### src/rtl/dmairq_pkg.sv
package dmairq_pkg;
    localparam int NCAUSE   = 8;
    localparam int ENW      = 3;
    localparam int C_XFER   = 0;
    localparam int C_CHAIN  = 1;
    localparam int C_ABORT  = 2;
    localparam int C_ERR_LO = 3;
    localparam int E_XFER   = 0;
    localparam int E_CHAIN  = 1;
    localparam int E_ERR    = 2;

    typedef struct packed {
        logic [NCAUSE-1:0] st;
        logic [ENW-1:0]    en;
    } chan_state_t;
endpackage

### src/rtl/dmairq_chan.sv
module dmairq_chan
    import dmairq_pkg::*;
#(
    parameter int DW = 8
) (
    input  logic              clk,
    input  logic              rst_n,
    input  logic [NCAUSE-1:0] evt_i,
    input  logic              st_wr,
    input  logic              en_wr,
    input  logic [DW-1:0]     wdata,
    output logic [NCAUSE-1:0] st_o,
    output logic [ENW-1:0]    en_o,
    output logic              sum_n_o,
    output logic              sum_e_o
);
    chan_state_t s_d, s_q;
    logic [NCAUSE-1:0] clr_mask;

    always_comb begin
        s_d      = s_q;
        clr_mask = st_wr ? wdata[NCAUSE-1:0] : '0;
        // a new event beats a same-cycle clear
        s_d.st   = (s_q.st & ~clr_mask) | evt_i;
        if (en_wr) begin
            s_d.en = wdata[ENW-1:0];
        end
    end

    always_ff @(posedge clk or negedge rst_n) begin
        if (!rst_n) begin
            s_q <= '0;
        end else begin
            s_q <= s_d;
        end
    end

    assign st_o    = s_q.st;
    assign en_o    = s_q.en;
    assign sum_n_o = (s_q.st[C_XFER] & s_q.en[E_XFER])
                   | ((s_q.st[C_CHAIN] | s_q.st[C_ABORT]) & s_q.en[E_CHAIN]);
    assign sum_e_o = (|s_q.st[NCAUSE-1:C_ERR_LO]) & s_q.en[E_ERR];
endmodule

### src/rtl/dmairq_rdmux.sv
module dmairq_rdmux
    import dmairq_pkg::*;
#(
    parameter int NCH = 4,
    parameter int AW  = 4,
    parameter int DW  = 8
) (
    input  logic [AW-1:0]         addr,
    input  logic [NCH*NCAUSE-1:0] st_flat,
    input  logic [NCH*ENW-1:0]    en_flat,
    input  logic [NCH-1:0]        sum_n,
    input  logic [NCH-1:0]        sum_e,
    output logic [DW-1:0]         rdata
);
    localparam int MST_ADDR = 2 * NCH;

    always_comb begin
        rdata = '0;
        for (int c = 0; c < NCH; c++) begin
            if (addr == AW'(c)) begin
                rdata[NCAUSE-1:0] = st_flat[c*NCAUSE +: NCAUSE];
            end
            if (addr == AW'(NCH + c)) begin
                rdata[ENW-1:0] = en_flat[c*ENW +: ENW];
            end
        end
        if (addr == AW'(MST_ADDR)) begin
            rdata[NCH-1:0]     = sum_n;
            rdata[2*NCH-1:NCH] = sum_e;
        end
    end
endmodule

### src/rtl/dmairq_top.sv
module dmairq_top
    import dmairq_pkg::*;
#(
    parameter int NCH = 4,
    parameter int AW  = 4,
    parameter int DW  = 8
) (
    input  logic                  clk,
    input  logic                  rst_n,
    input  logic [NCH*NCAUSE-1:0] evt_i,
    input  logic                  wr_en,
    input  logic [AW-1:0]         addr,
    input  logic [DW-1:0]         wdata,
    output logic [DW-1:0]         rdata,
    output logic [NCH-1:0]        irq_o
);
    logic [NCH*NCAUSE-1:0] st_flat;
    logic [NCH*ENW-1:0]    en_flat;
    logic [NCH-1:0]        sum_n, sum_e;
    logic [NCH-1:0]        irq_d, irq_q;

    for (genvar c = 0; c < NCH; c++) begin : g_chan
        logic st_wr, en_wr;
        assign st_wr = wr_en && (addr == AW'(c));
        assign en_wr = wr_en && (addr == AW'(NCH + c));

        dmairq_chan #(.DW(DW)) u_chan (
            .clk     (clk),
            .rst_n   (rst_n),
            .evt_i   (evt_i[c*NCAUSE +: NCAUSE]),
            .st_wr   (st_wr),
            .en_wr   (en_wr),
            .wdata   (wdata),
            .st_o    (st_flat[c*NCAUSE +: NCAUSE]),
            .en_o    (en_flat[c*ENW +: ENW]),
            .sum_n_o (sum_n[c]),
            .sum_e_o (sum_e[c])
        );
    end

    dmairq_rdmux #(.NCH(NCH), .AW(AW), .DW(DW)) u_rdmux (
        .addr    (addr),
        .st_flat (st_flat),
        .en_flat (en_flat),
        .sum_n   (sum_n),
        .sum_e   (sum_e),
        .rdata   (rdata)
    );

    always_comb begin
        irq_d = sum_n | sum_e;
    end

    always_ff @(posedge clk or negedge rst_n) begin
        if (!rst_n) begin
            irq_q <= '0;
        end else begin
            irq_q <= irq_d;
        end
    end

    assign irq_o = irq_q;
endmodule

### config.mk
export PLATFORM = sky130hd
export DESIGN_NAME = dmairq_top
export DESIGN_NICKNAME = d
export VERILOG_FILES = /design/src/rtl/dmairq_pkg.sv /design/src/rtl/dmairq_chan.sv /design/src/rtl/dmairq_rdmux.sv /design/src/rtl/dmairq_top.sv
export SDC_FILE = /design/constraint.sdc
export NUM_CORES = 1
export LEC_CHECK = 0
export ABC_AREA = 1
export BUFFER_PORTS_ARGS = -buffer_cell sky130_fd_sc_hd__buf_2
export CORE_UTILIZATION = 30
export CTS_CLUSTER_SIZE = 20
export DETAILED_ROUTE_END_ITERATION = 8
export GPL_TIMING_DRIVEN = 0
export PLACE_DENSITY = 0.55
export SYNTH_ARGS = -nofsm -noshare
export SYNTH_HDL_FRONTEND = slang
export SYNTH_HIERARCHICAL = 1
export SYNTH_SLANG_ARGS = --single-unit
### constraint.sdc
create_clock -name clk -period 1 [get_ports clk]
set_input_delay 0.2 -clock clk [delete_from_list [all_inputs] [get_ports clk]]
set_output_delay 0.2 -clock clk [all_outputs]
set_load 0.02 [all_outputs]
# Yosys cells after proc, flatten, opt, wreduce, memory -nomap -nowiden
# Index checks and enable logic that the tools add are counted.
[word_totals]
regBits = 48
in_bits = 47
out_inout_bits = 12
elab_cells = 76
[classes]
n_eq_ne = 8
mux = 13
bitwise = 33
reduce_logical = 13
[op_table]
columns = ["operator", "count"]
rows = [
  ["8-bit 2-to-1 mux", 9],
  ["8-bit AND", 4],
  ["8-bit NOT", 4],
  ["8-bit OR", 4],
  ["5-bit OR reduction", 4],
  ["4-bit by 3-bit equality test with 1-bit output (second input constant)", 4],
  ["1-bit AND", 12],
  ["3-bit 2-to-1 mux", 4],
  ["4-bit by 2-bit equality test with 1-bit output (second input constant)", 2],
  ["1-bit logical AND", 8],
  ["1-bit OR", 8],
  ["4-bit by 1-bit equality test with 1-bit output (second input constant)", 1],
  ["4-bit equality test (second input constant)", 1],
  ["4-bit zero test", 1],
  ["4-bit OR", 1],
]

# Longest topological paths before layout
# Gate-level depths: netlist of run 1.
[logic_depth]
word_depth = 10
depth_mapped = 8
depth_no_buf = 8

# By module
# The synthesis of run 1 kept the hierarchy.
[by_module_without_submodules]
columns = ["module", "instances", "cells_each", "area_per_inst_um2", "seq_area_each_um2"]
rows = [
  ["dmairq_chan", 4, 46, 454.2, 275.3],
  ["dmairq_rdmux", 1, 106, 501.7, 0.0],
  ["dmairq_top", 1, 26, 205.2, 100.1],
]

# Worst setup path after synthesis of run 1
# Ideal clock, no wire load.
[synth_timing]
kind = "input-to-output"
start = "input port addr[0]"
end = "output port rdata[0]"
arrival_ns = 0.992
required_time_ns = 0.800
path_slack_ns = -0.192
cell_stages = 6
path_buffers = 1
path_cell_list = "nor2_1 > buf_6 > nand3_1 > inv_1 > nand2_1 > nand4_1"
[synth_between]
elab_chain_len = 10
word_cells_on_any_way = 18
classes_between = "eq/ne (8); mux (9); reduce/logical (1)"
[synth_lines]
columns = ["element", "line_no", "source"]
rows = [
  ["start: declaration", "dmairq_top.sv:12", "input logic [AW-1:0] addr,"],
  ["4-bit zero test", "dmairq_rdmux.sv:20", "if (addr == AW'(c)) begin"],
  ["8-bit 2-to-1 mux", "dmairq_rdmux.sv:20", ""],
  ["3-bit 2-to-1 mux", "dmairq_rdmux.sv:23", "if (addr == AW'(NCH + c)) begin"],
  ["8-bit 2-to-1 mux", "dmairq_rdmux.sv:20", ""],
  ["3-bit 2-to-1 mux", "dmairq_rdmux.sv:23", ""],
  ["8-bit 2-to-1 mux", "dmairq_rdmux.sv:20", ""],
  ["3-bit 2-to-1 mux", "dmairq_rdmux.sv:23", ""],
  ["8-bit 2-to-1 mux", "dmairq_rdmux.sv:20", ""],
  ["3-bit 2-to-1 mux", "dmairq_rdmux.sv:23", ""],
  ["8-bit 2-to-1 mux *", "dmairq_rdmux.sv:27", "if (addr == AW'(MST_ADDR)) begin"],
  ["end: declaration", "dmairq_top.sv:14", "output logic [DW-1:0] rdata,"],
]
# Mark *: on every way between the ends. The rest lies on a longest branch, timed or not.

# Worst setup path after layout of run 1
[layout_timing]
start = "register g_chan[0].u_chan.s_q (netlist bit g_chan[0].u_chan/st_o[1])"
end = "output port rdata[1]"
[layout_between]
elab_chain_len = 9
[layout_lines]
columns = ["element", "line_no", "source"]
rows = [
  ["start: declaration", "dmairq_chan.sv:17", "chan_state_t s_d, s_q;"],
  ["start signal: assignment", "dmairq_chan.sv:32", "s_q <= '0;"],
  ["start signal: assignment", "dmairq_chan.sv:34", "s_q <= s_d;"],
  ["8-bit 2-to-1 mux", "dmairq_rdmux.sv:20", ""],
  ["3-bit 2-to-1 mux", "dmairq_rdmux.sv:23", ""],
  ["8-bit 2-to-1 mux", "dmairq_rdmux.sv:20", ""],
  ["3-bit 2-to-1 mux", "dmairq_rdmux.sv:23", ""],
  ["8-bit 2-to-1 mux", "dmairq_rdmux.sv:20", ""],
  ["3-bit 2-to-1 mux", "dmairq_rdmux.sv:23", ""],
  ["8-bit 2-to-1 mux", "dmairq_rdmux.sv:20", ""],
  ["3-bit 2-to-1 mux", "dmairq_rdmux.sv:23", ""],
  ["8-bit 2-to-1 mux", "dmairq_rdmux.sv:27", ""],
]
# No other way between the ends.

==> flow_summary_export.csv, run 1 <==
group,metric,value,unit
outcome,status,"finished with violations",
outcome,violations,"negative hold slack, negative setup slack",
clocking,clkSinkCount,48,
sta,worst_slew_pin_slew,0.6870,ns
sta,setup_slack,-0.5912,ns
floorplan,core-area,8175,sq um
route,first_pass_iters,4,
sta,fin_crit,1.591,ns
worst_setup_path,crit_fanout,3,
placement,dp_hpwl,5232,microns
clocking,cts_max_level,2,
floorplan,die_w,93.72,microns
min_path,hold_path_class,"primary input to asynchronous set/reset pin",
worst_setup_path,cp.arrival,1.39,ns
global_route,grt_pass1_vias,2266,
global_route,grt_usage,16.84,%
placement,place_congestion,0.8237,
route,routed_wl,6918,microns
final_layout,syn_to_final_growth,32.47,%
sta,relSlewSlack,54.20,%
placement,placedCellCount,479,
placement,dp_slack,-0.6512,ns
clocking,clock_latency,0.30,ns
worst_setup_path,critPathMaxStageDelay,0.40,ns
worst_setup_path,cp_cell_sequence,"nand3_1, nand2_1, nor2_1, nand3_1, nand2_1, nand4_1, buf_2",
floorplan,dieArea,8783,sq um
final_layout,drive_gt1_share,31.98,%
yosys,syn-instance-count,316,
yosys,syn_avg_cell_area,7.986,sq um
worst_setup_path,worstPathRequired,0.80,ns
sta,final-hold-violation-count,48,
final_layout,stdcell_count,499,
yosys,synth-seq-cells,48,
power_and_ir_drop,p_per_area,1457,nW/um^2
floorplan,rows,33,
sta,setup_viol,16,
yosys,synthDistinctLibCells,24,
clocking,cts_tree,"yes",
sta,rsz0062_at_grt,"yes",
route,vias_per_cell,4.651,
power_and_ir_drop,total_power,0.004873,W
route,ant_nets,0,
clocking,clockBufferDepth,2,
placement,place_area,3032,sq um
sta,whs,-0.03430,ns
worst_setup_path,endpoint_kind,"output port",
yosys,ys_seq_area_share,47.60,%
sta,skew,0.007338,ns
floorplan,ioPinCount,59,
route,vias,2321,
clocking,cts_made_buffers,5,
yosys,netlist_area,2524,sq um
global_route,antenna_found_initial,0,
route,wl_per_cell,13.86,microns
route,drc,0,
global_route,grt_first_pass_wirelength,11120,microns
route,initialDrtViolationCount,43,
floorplan,die_height,93.72,microns
yosys,synth_nets,363,
global_route,grt_max_degree,49,
worst_setup_path,critPathLaunchType,"flop",
clocking,ctsHoldBuffers,0,
final_layout,layout_common_cells,"nand2_1, dfrtp_1, buf_2",
power_and_ir_drop,irDropWorstVdd,0.0005122,V
yosys,yosysWarnings,6,
floorplan,initial_core_util,30.87,%
job,cap_violations,0,
sta,slew_violations,0,
final_layout,final_util,40.89,%
placement,port_buffers,58,
clocking,clk_pin_slew,0.09,ns
worst_setup_path,crit_type,"flop to output port",
final_layout,fin_area,3343,sq um
global_route,grt_overflow,0,
power_and_ir_drop,p_leak,1.494,nW
final_layout,layout.nets,441,
sta,max_freq,628.5,MHz
final_layout,mostFrequentLayoutCell,"nand2_1",
worst_setup_path,cpMaxStageDelayCell,"dfrtp_1",
sta,min_period_over_period,159.1,%
clocking,cts-root-buf,"clkbuf_8",
final_layout,antennaDiodeCount,0,
==> cell usage after synthesis (all sizes together) <==
library cell | n | area, sq um
and2 | 1 | 6.260
nand4 | 3 | 18.77
a21o | 28 | 210.2
nand2 | 93 | 351.6
nor2 | 29 | 128.9
a21oi | 9 | 60.05
o211ai | 2 | 15.01
buf | 7 | 68.81
or2 | 9 | 56.30
nand3 | 33 | 180.2
inv | 35 | 131.4
nor3 | 2 | 10.01
o21ai | 17 | 85.08
dfrtp | 48 | 1201
==> flip-flops by register name, summed over array words and instances, names as in the netlist <==
register,flops
irq_o,4
g_chan.u_chan/st_o,32
g_chan.u_chan/en_o,12
==> routing by layer <==
layer	vias to the layer above	track usage (%)	part of all wire, %
li1	1168	-	-
met1	1084	22.64	48
met2	65	27.92	46
met3	4	3.074	5.4
met4	0	4.103	0.58
met5	-	0	0
==> what timing repair did <==
| item | CTS | global route |
|---|---|---|
| resized for setup | 26 | 5 |
| endpoints found under the setup margin | 16 | 64 |
| cloned | 0 | 0 |
| pin swaps | 10 | 8 |
| setup buffers | 9 | 4 |
==> cell type report <==
type / instances / area, sq um
Sequential cell: 48 / 1201
Multi-Input combinational cell: 226 / 1212
Buffer: 7 / 78.83
Clock inverter: 2 / 60.06
Clock buffer: 5 / 68.82
Fill cell: 875 / 4832
Tap cell: 105 / 131.4
Inverter: 35 / 137.6
Timing Repair Buffer: 71 / 452.9
==> cell families (layout without fill, tap and decap cells) <==
kind of cell           count (synthesis)  after routing  synth area share [%]
AO/OA/AOI/OAI                         56             56                 14.67
buffers and inverters                 42            120                 7.932
flip-flops                            48             48                 47.60
AND/OR/NAND/NOR                      170            170                 29.80
==> worst paths after layout <==
path / startpoint / slack (ns) / cells past startpoint / end
min: rst_n / -0.03 / 1 / g_chan[0].u_chan/st_o[5]
min in group clk: evt_i[26] / 0.07 / 2 / g_chan[3].u_chan/st_o[2]
max in group asynchronous: rst_n / 0.58 / 1 / g_chan[2].u_chan/st_o[0]
min reg2reg: g_chan[3].u_chan/st_o[1] / 0.51 / 1 / g_chan[3].u_chan/st_o[1]
max: g_chan[0].u_chan/st_o[1] / -0.59 / 7 / rdata[1]
max reg2reg: g_chan[3].u_chan/st_o[4] / -0.16 / 6 / irq_o[3]
==> through the flow <==
step           TNS [ns]  hold WS (ns)
2_1_floorplan   -0.3997      -0.09559
3_3_place_gp     -20.84        0.3788
3_5_place_dp     -22.28        0.3818
4_1_cts          -4.931       0.06228
5_1_grt          -5.972      0.008960
6_report         -4.659      -0.03430
==> worst max-delay path: cells and delay by family, from the launching register on <==
family	cells	cell delay [ns]
flip-flops	1	0.40
buffers and inverters	1	0.17
AND/OR/NAND/NOR	6	0.53
==> where the power goes <==
| part | total (W) | internal (W) | switching, W |
|---|---|---|---|
| combinational | 0.00100 | 0.000446 | 0.000558 |
| clock | 0.00165 | 0.000985 | 0.000662 |
| sequential | 0.00222 | 0.00211 | 0.000116 |
| total | 0.00487 | 0.00354 | 0.00134 |
(Power assumes the default switching activity.)
==> run 2: changes to the inputs <==
--- a/config.mk
+++ b/config.mk
@@ -11,8 +11,7 @@
 export CTS_CLUSTER_SIZE = 20
 export DETAILED_ROUTE_END_ITERATION = 8
 export GPL_TIMING_DRIVEN = 0
-export PLACE_DENSITY = 0.55
+export PLACE_DENSITY = 0.56
 export SYNTH_ARGS = -nofsm -noshare
 export SYNTH_HDL_FRONTEND = slang
-export SYNTH_HIERARCHICAL = 1
 export SYNTH_SLANG_ARGS = --single-unit
==> flow_summary_export.csv, run 2 <==
group,metric,value,unit
outcome,status,"finished with violations",
outcome,violations,"negative hold slack, negative setup slack",
floorplan,rows,32,
final_layout,antennaDiodeCount,0,
power_and_ir_drop,irDropWorstVdd,0.0006962,V
yosys,synth_area_leaders,"dfrtp_1, nand2_1, inv_1",
route,wl_per_cell,13.48,microns
clocking,ctsHoldBuffers,0,
global_route,grt_overflow,0,
global_route,grt_max_degree,49,
placement,dp_slack,-0.7015,ns
final_layout,fillers,799,
sta,whs,-0.05459,ns
clocking,clockBufferDepth,2,
final_layout,drive_gt1_share,36.27,%
yosys,synth-seq-cells,48,
worst_setup_path,crit_type,"flop to output port",
power_and_ir_drop,p_comb_share,21.9,%
sta,min_period_over_period,163.6,%
power_and_ir_drop,total_power,0.004775,W
route,vias_per_cell,4.609,
worst_setup_path,critPathLaunchType,"flop",
floorplan,initial_core_util,30.88,%
clocking,cts-root-buf,"clkbuf_8",
power_and_ir_drop,p_per_area,1365,nW/um^2
placement,place_congestion,0.7998,
clocking,clock_latency,0.31,ns
final_layout,layout.nets,443,
yosys,synthDistinctLibCells,21,
sta,rsz0062_at_grt,"yes",
yosys,yosysWarnings,0,
sta,final-hold-violation-count,48,
clocking,cts_max_level,2,
worst_setup_path,endpoint_kind,"output port",
sta,slew_violations,0,
floorplan,ioPinCount,59,
final_layout,syn_to_final_growth,46.57,%
floorplan,die_w,91.18,microns
yosys,syn_avg_cell_area,7.672,sq um
yosys,ys_seq_area_share,50.34,%
final_layout,mostFrequentLayoutCell,"nand2_1",
placement,placedCellCount,470,
power_and_ir_drop,seqPwrFrac,46.6,%
clocking,cts_tree,"yes",
route,vias,2300,
sta,setup_viol,18,
route,first_pass_iters,4,
power_and_ir_drop,clockPowerShare,31.4,%
clocking,cts_made_buffers,5,
power_and_ir_drop,p_int,0.003394,W
clocking,clkSinkCount,48,
yosys,yosysMostFrequentCell,"nand2_1",
yosys,synth_edf_count,0,
sta,worst_slew_pin_slew,0.6920,ns
yosys,async_reset_ff_share,100.0,%
job,cap_violations,0,
final_layout,stdcell_count,499,
worst_setup_path,crit_fanout,3,
yosys,syn-instance-count,311,
sta,relSlewSlack,53.87,%
floorplan,die_height,91.18,microns
route,ant_nets,0,
global_route,antenna_found_initial,0,
sta,skew,0.01117,ns
power_and_ir_drop,power_switching,0.001381,W
worst_setup_path,cp.arrival,1.44,ns
worst_setup_path,worstPathRequired,0.80,ns
power_and_ir_drop,sw_frac_of_total,28.92,%
yosys,synth_top_area_share,50.34,%
global_route,grt_first_pass_wirelength,10940,microns
yosys,synth_nets,358,
yosys,synthTopCellsByCount,"nand2_1, inv_1, dfrtp_1, o21ai_0, nor2_1",
global_route,grt_usage,17.09,%
route,routed_wl,6725,microns
route,initialDrtViolationCount,99,
clocking,clk_pin_slew,0.10,ns
yosys,synth_area_leader_cell,"dfrtp_1",
floorplan,dieArea,8314,sq um
final_layout,largest_reg_flops,32,
sta,setup_slack,-0.6361,ns
min_path,hold_path_class,"primary input to asynchronous set/reset pin",
sta,max_freq,611.2,MHz
final_layout,final_util,45.26,%
yosys,netlist_area,2386,sq um
placement,port_buffers,57,
yosys,synth_ff_type,"dfrtp_1",
power_and_ir_drop,p_leak,1.756,nW
placement,dp_hpwl,4905,microns
global_route,grt_pass1_vias,2279,
final_layout,layout_common_cells,"nand2_1, dfrtp_1, buf_2",
route,drc,0,
sta,fin_crit,1.636,ns
floorplan,core-area,7727,sq um
## run 2: what timing repair did
item,in CTS,in global routing
endpoints found under the setup margin,50,61
pin swaps,20,16
buffers inserted,20,6
gates resized for setup,53,50
hold endpoints to repair,0,8
## run 2: per-layer routing
metal	track usage (%)	part of all wire [%]
met1	23.00	48
met2	27.40	46
met3	3.015	3.4
met4	6.481	2.1
met5	0	0
## run 2: path summary, 6_finish.rpt
kind / startpoint / endpoint / slack, ns / depth (start not counted)
min reg2reg: g_chan[2].u_chan.en_o[0] / g_chan[2].u_chan.en_o[0] / 0.50 / 2
max in group asynchronous: rst_n / g_chan[3].u_chan.st_o[1] / 0.58 / 1
max reg2reg: g_chan[2].u_chan.st_o[3] / irq_o[2] / -0.47 / 6
min: rst_n / g_chan[0].u_chan.st_o[0] / -0.05 / 1
max: g_chan[2].u_chan.st_o[3] / rdata[6] / -0.64 / 5
min in group clk: evt_i[20] / g_chan[2].u_chan.st_o[4] / 0.07 / 3
## run 2: power by group through the flow
stage / Clock (W) / Combinational, W / Sequential [W]
after floorplan: 0 / 0.000431 / 0.00227
after detailed placement: 0 / 0.000803 / 0.00225
after CTS: 0.00155 / 0.000969 / 0.00222
after global placement: 0 / 0.000798 / 0.00224
after global routing: 0.00162 / 0.00116 / 0.00225
final: 0.00150 / 0.00105 / 0.00223
## run 2: critical path, cell delays in order (launching register included)
cell and delay, ns:
dfrtp_1 0.42, nor4_2 0.28, nand2_1 0.13, nand3_2 0.08
nand3_2 0.07, buf_6 0.14
## run 2: per-stage QoR
stage                     setup TNS (ns)  instance area [sq um]
after floorplan                   -1.068                   2505
after global placement            -31.16                   2918
after detailed placement          -32.69                   2918
after CTS                         -5.564                   3329
after global routing              -6.791                   3497
final                             -5.280                   3497
## run 2: cells by family (layout without fill, tap and decap cells)
| logic type | Yosys count | after routing | share of synthesized area (%) |
|---|---|---|---|
| AND/OR/NAND/NOR | 151 | 151 | 26.85 |
| AO/OA/AOI/OAI | 59 | 59 | 14.37 |
| buffers and inverters | 53 | 139 | 8.442 |
| flip-flops | 48 | 48 | 50.34 |
## run 2: cell type report
type                    instances  area [sq um]  area share [%]
clock buffers                   6         82.58           2.361
plain buffers                   2         10.01          0.2862
flip-flops and latches         48          1201           34.35
well taps                     102         127.6           3.649
inverters                      51         209.0           5.975
multi-input cells             210          1264           36.14
repair buffers                 78         564.3           16.14
clock inverters                 2         38.79           1.109
==> run 3: changes to the inputs <==
--- a/config.mk
+++ b/config.mk
@@ -7,11 +7,13 @@
 export LEC_CHECK = 0
 export ABC_AREA = 1
 export BUFFER_PORTS_ARGS = -buffer_cell sky130_fd_sc_hd__buf_2
+export CORE_ASPECT_RATIO = 0.6
 export CORE_UTILIZATION = 30
-export CTS_CLUSTER_SIZE = 20
+export CTS_CLUSTER_SIZE = 8
 export DETAILED_ROUTE_END_ITERATION = 8
 export GPL_TIMING_DRIVEN = 0
 export PLACE_DENSITY = 0.56
+export SKIP_LAST_GASP = 1
 export SYNTH_ARGS = -nofsm -noshare
 export SYNTH_HDL_FRONTEND = slang
 export SYNTH_SLANG_ARGS = --single-unit
==> flow_summary_export.csv, run 3 (synthesized netlist as in run 2, its figures left out) <==
group,metric,value,unit
power_and_ir_drop,p_int,0.003529,W
sta,finalSetupTns,-4.863,ns
global_route,grt_pass1_vias,2306,
final_layout,antennaDiodeCount,0,
worst_setup_path,worstPathRequired,0.80,ns
power_and_ir_drop,seqPwrFrac,44.7,%
outcome,violations,"negative hold slack, negative setup slack",
floorplan,dieArea,8326,sq um
sta,setup_slack,-0.6206,ns
worst_setup_path,cpMaxStageDelayCell,"dfrtp_1",
worst_setup_path,crit_type,"flop to output port",
sta,final-hold-violation-count,48,
floorplan,initial_core_util,31.91,%
power_and_ir_drop,irDropWorstVdd,0.0005896,V
clocking,cts_tree,"yes",
placement,placedCellCount,472,
sta,max_freq,617.0,MHz
floorplan,rows,24,
final_layout,largest_reg_flops,32,
route,ant_nets,0,
global_route,antenna_found_initial,0,
floorplan,die_height,71.08,microns
route,initialDrtViolationCount,181,
power_and_ir_drop,p_per_area,1381,nW/um^2
sta,skew,0.005528,ns
clocking,clockBufferDepth,2,
clocking,ctsHoldBuffers,0,
clocking,cts_made_buffers,5,
floorplan,die_w,117.1,microns
placement,place_congestion,0.8758,
clocking,clkSinkCount,48,
final_layout,layout.nets,450,
sta,rsz0062_at_grt,"yes",
clocking,cts-root-buf,"clkbuf_16",
final_layout,stdcell_count,507,
sta,fin_crit,1.621,ns
clocking,cts_max_level,2,
route,drc,0,
worst_setup_path,r2r_slack,-0.23,ns
global_route,grt_overflow,0,
power_and_ir_drop,sw_frac_of_total,29.34,%
job,cap_violations,0,
global_route,grt_first_pass_wirelength,12000,microns
power_and_ir_drop,p_comb_share,22.7,%
sta,relSlewSlack,54.85,%
floorplan,ioPinCount,59,
power_and_ir_drop,clockPowerShare,32.6,%
min_path,hold_path_class,"primary input to asynchronous set/reset pin",
final_layout,seqCellArea,1202,sq um
final_layout,drive_gt1_share,39.70,%
route,wl_per_cell,15.00,microns
final_layout,syn_to_final_growth,51.55,%
final_layout,mostFrequentLayoutCell,"nand2_1",
worst_setup_path,critPathLaunchType,"flop",
route,routed_wl,7605,microns
floorplan,core-area,7477,sq um
route,first_pass_iters,4,
worst_setup_path,cp.arrival,1.42,ns
route,vias_per_cell,4.714,
sta,slew_violations,0,
placement,dp_slack,-0.6739,ns
worst_setup_path,endpoint_kind,"output port",
power_and_ir_drop,power_switching,0.001465,W
final_layout,multi_input_area,1291,sq um
clocking,clk_pin_slew,0.06,ns
route,vias,2390,
final_layout,layout_common_cells,"nand2_1, dfrtp_1, buf_2",
placement,port_buffers,57,
sta,worst_slew_pin_slew,0.6773,ns
sta,setup_viol,20,
worst_setup_path,cp_cell_sequence,"nor4_2, nand2_1, nand3_2, nand3_2, buf_6",
clocking,clock_latency,0.29,ns
global_route,grt_usage,19.82,%
power_and_ir_drop,p_leak,1.789,nW
outcome,status,"finished with violations",
worst_setup_path,crit_fanout,3,
worst_setup_path,cp_common_cell,"nand3_2",
sta,min_period_over_period,162.1,%
final_layout,fillers,730,
placement,dp_hpwl,5523,microns
worst_setup_path,critPathMaxStageDelay,0.41,ns
global_route,grt_max_degree,49,
sta,whs,-0.04733,ns
[run 3: cell types whose count changed in the layout (fill, tap and decap cells not counted), moves of 6 or more]
cell / previous run / this run
buf_4: 16 / 24
clkbuf_8: 6 / 0
inv_1: 43 / 36
inv_2: 3 / 10
o21ai_0: 15 / 7
o21ai_1: 14 / 21
[run 3: worst max-delay path: cells and delay by family, from the launching register on]
kind,cells,cell delay [ns]
buffers and inverters,1,0.15
DFF,1,0.41
and+or+nand+nor,4,0.57
[run 3: path summary, 6_finish.rpt]
kind | end | cells past startpoint | from
max in group asynchronous | g_chan[2].u_chan.en_o[2] | 1 | rst_n
hold reg to reg | g_chan[2].u_chan.en_o[0] | 2 | g_chan[2].u_chan.en_o[0]
min in group clk | g_chan[1].u_chan.st_o[6] | 3 | evt_i[14]
hold / removal | g_chan[1].u_chan.st_o[7] | 1 | rst_n
setup / recovery | rdata[7] | 5 | g_chan[3].u_chan.st_o[6]
setup reg to reg | irq_o[2] | 4 | g_chan[2].u_chan.st_o[3]
[run 3: area by class of cell]
cell class | count | area share [%]
buffer | 2 | 0.3460
clock buffer | 6 | 3.564
clock inverter | 1 | 0.1384
inverter | 51 | 5.709
multi-input combinational | 210 | 35.71
sequential | 48 | 33.25
tap | 104 | 3.599
timing repair buffer | 85 | 17.68
[run 3: metal layers]
layer  up-vias  GRT usage (%)  wire, microns
met4         0          4.501             79
met5         -              0              0
met2        98          26.50           2921
met3         8          6.084            614
li1       1185              -              -
met1      1099          30.63           3989
[run 3: stage by stage]
stage / cell area (sq um) / power, W / utilization, % / hold WS, ns
3_5_place_dp: 2920 / 0.003074 / 39.06 / 0.3891
5_1_grt: 3616 / 0.005228 / 48.36 / 0.02936
6_report: 3616 / 0.004994 / 48.36 / -0.04733
4_1_cts: 3337 / 0.004872 / 44.63 / 0.08345
3_3_place_gp: 2920 / 0.003066 / 39.06 / 0.3832
2_1_floorplan: 2505 / 0.002706 / - / -0.09559
[run 3: repair_timing]
item,in CTS,in global routing
buffers inserted,21,14
pin swaps,20,28
gates cloned,0,0
gates resized for setup,61,63
endpoints found under the setup margin,49,85
endpoints found under the hold margin,0,0
[run 3: power groups by stage]
stage | sequential (W) | combinational (W) | clock (W)
3_5_place_dp | 0.00225 | 0.000822 | 0
5_1_grt | 0.00225 | 0.00124 | 0.00173
4_1_cts | 0.00223 | 0.000975 | 0.00167
6_report | 0.00223 | 0.00113 | 0.00163
2_1_floorplan | 0.00227 | 0.000431 | 0
3_3_place_gp | 0.00225 | 0.000816 | 0
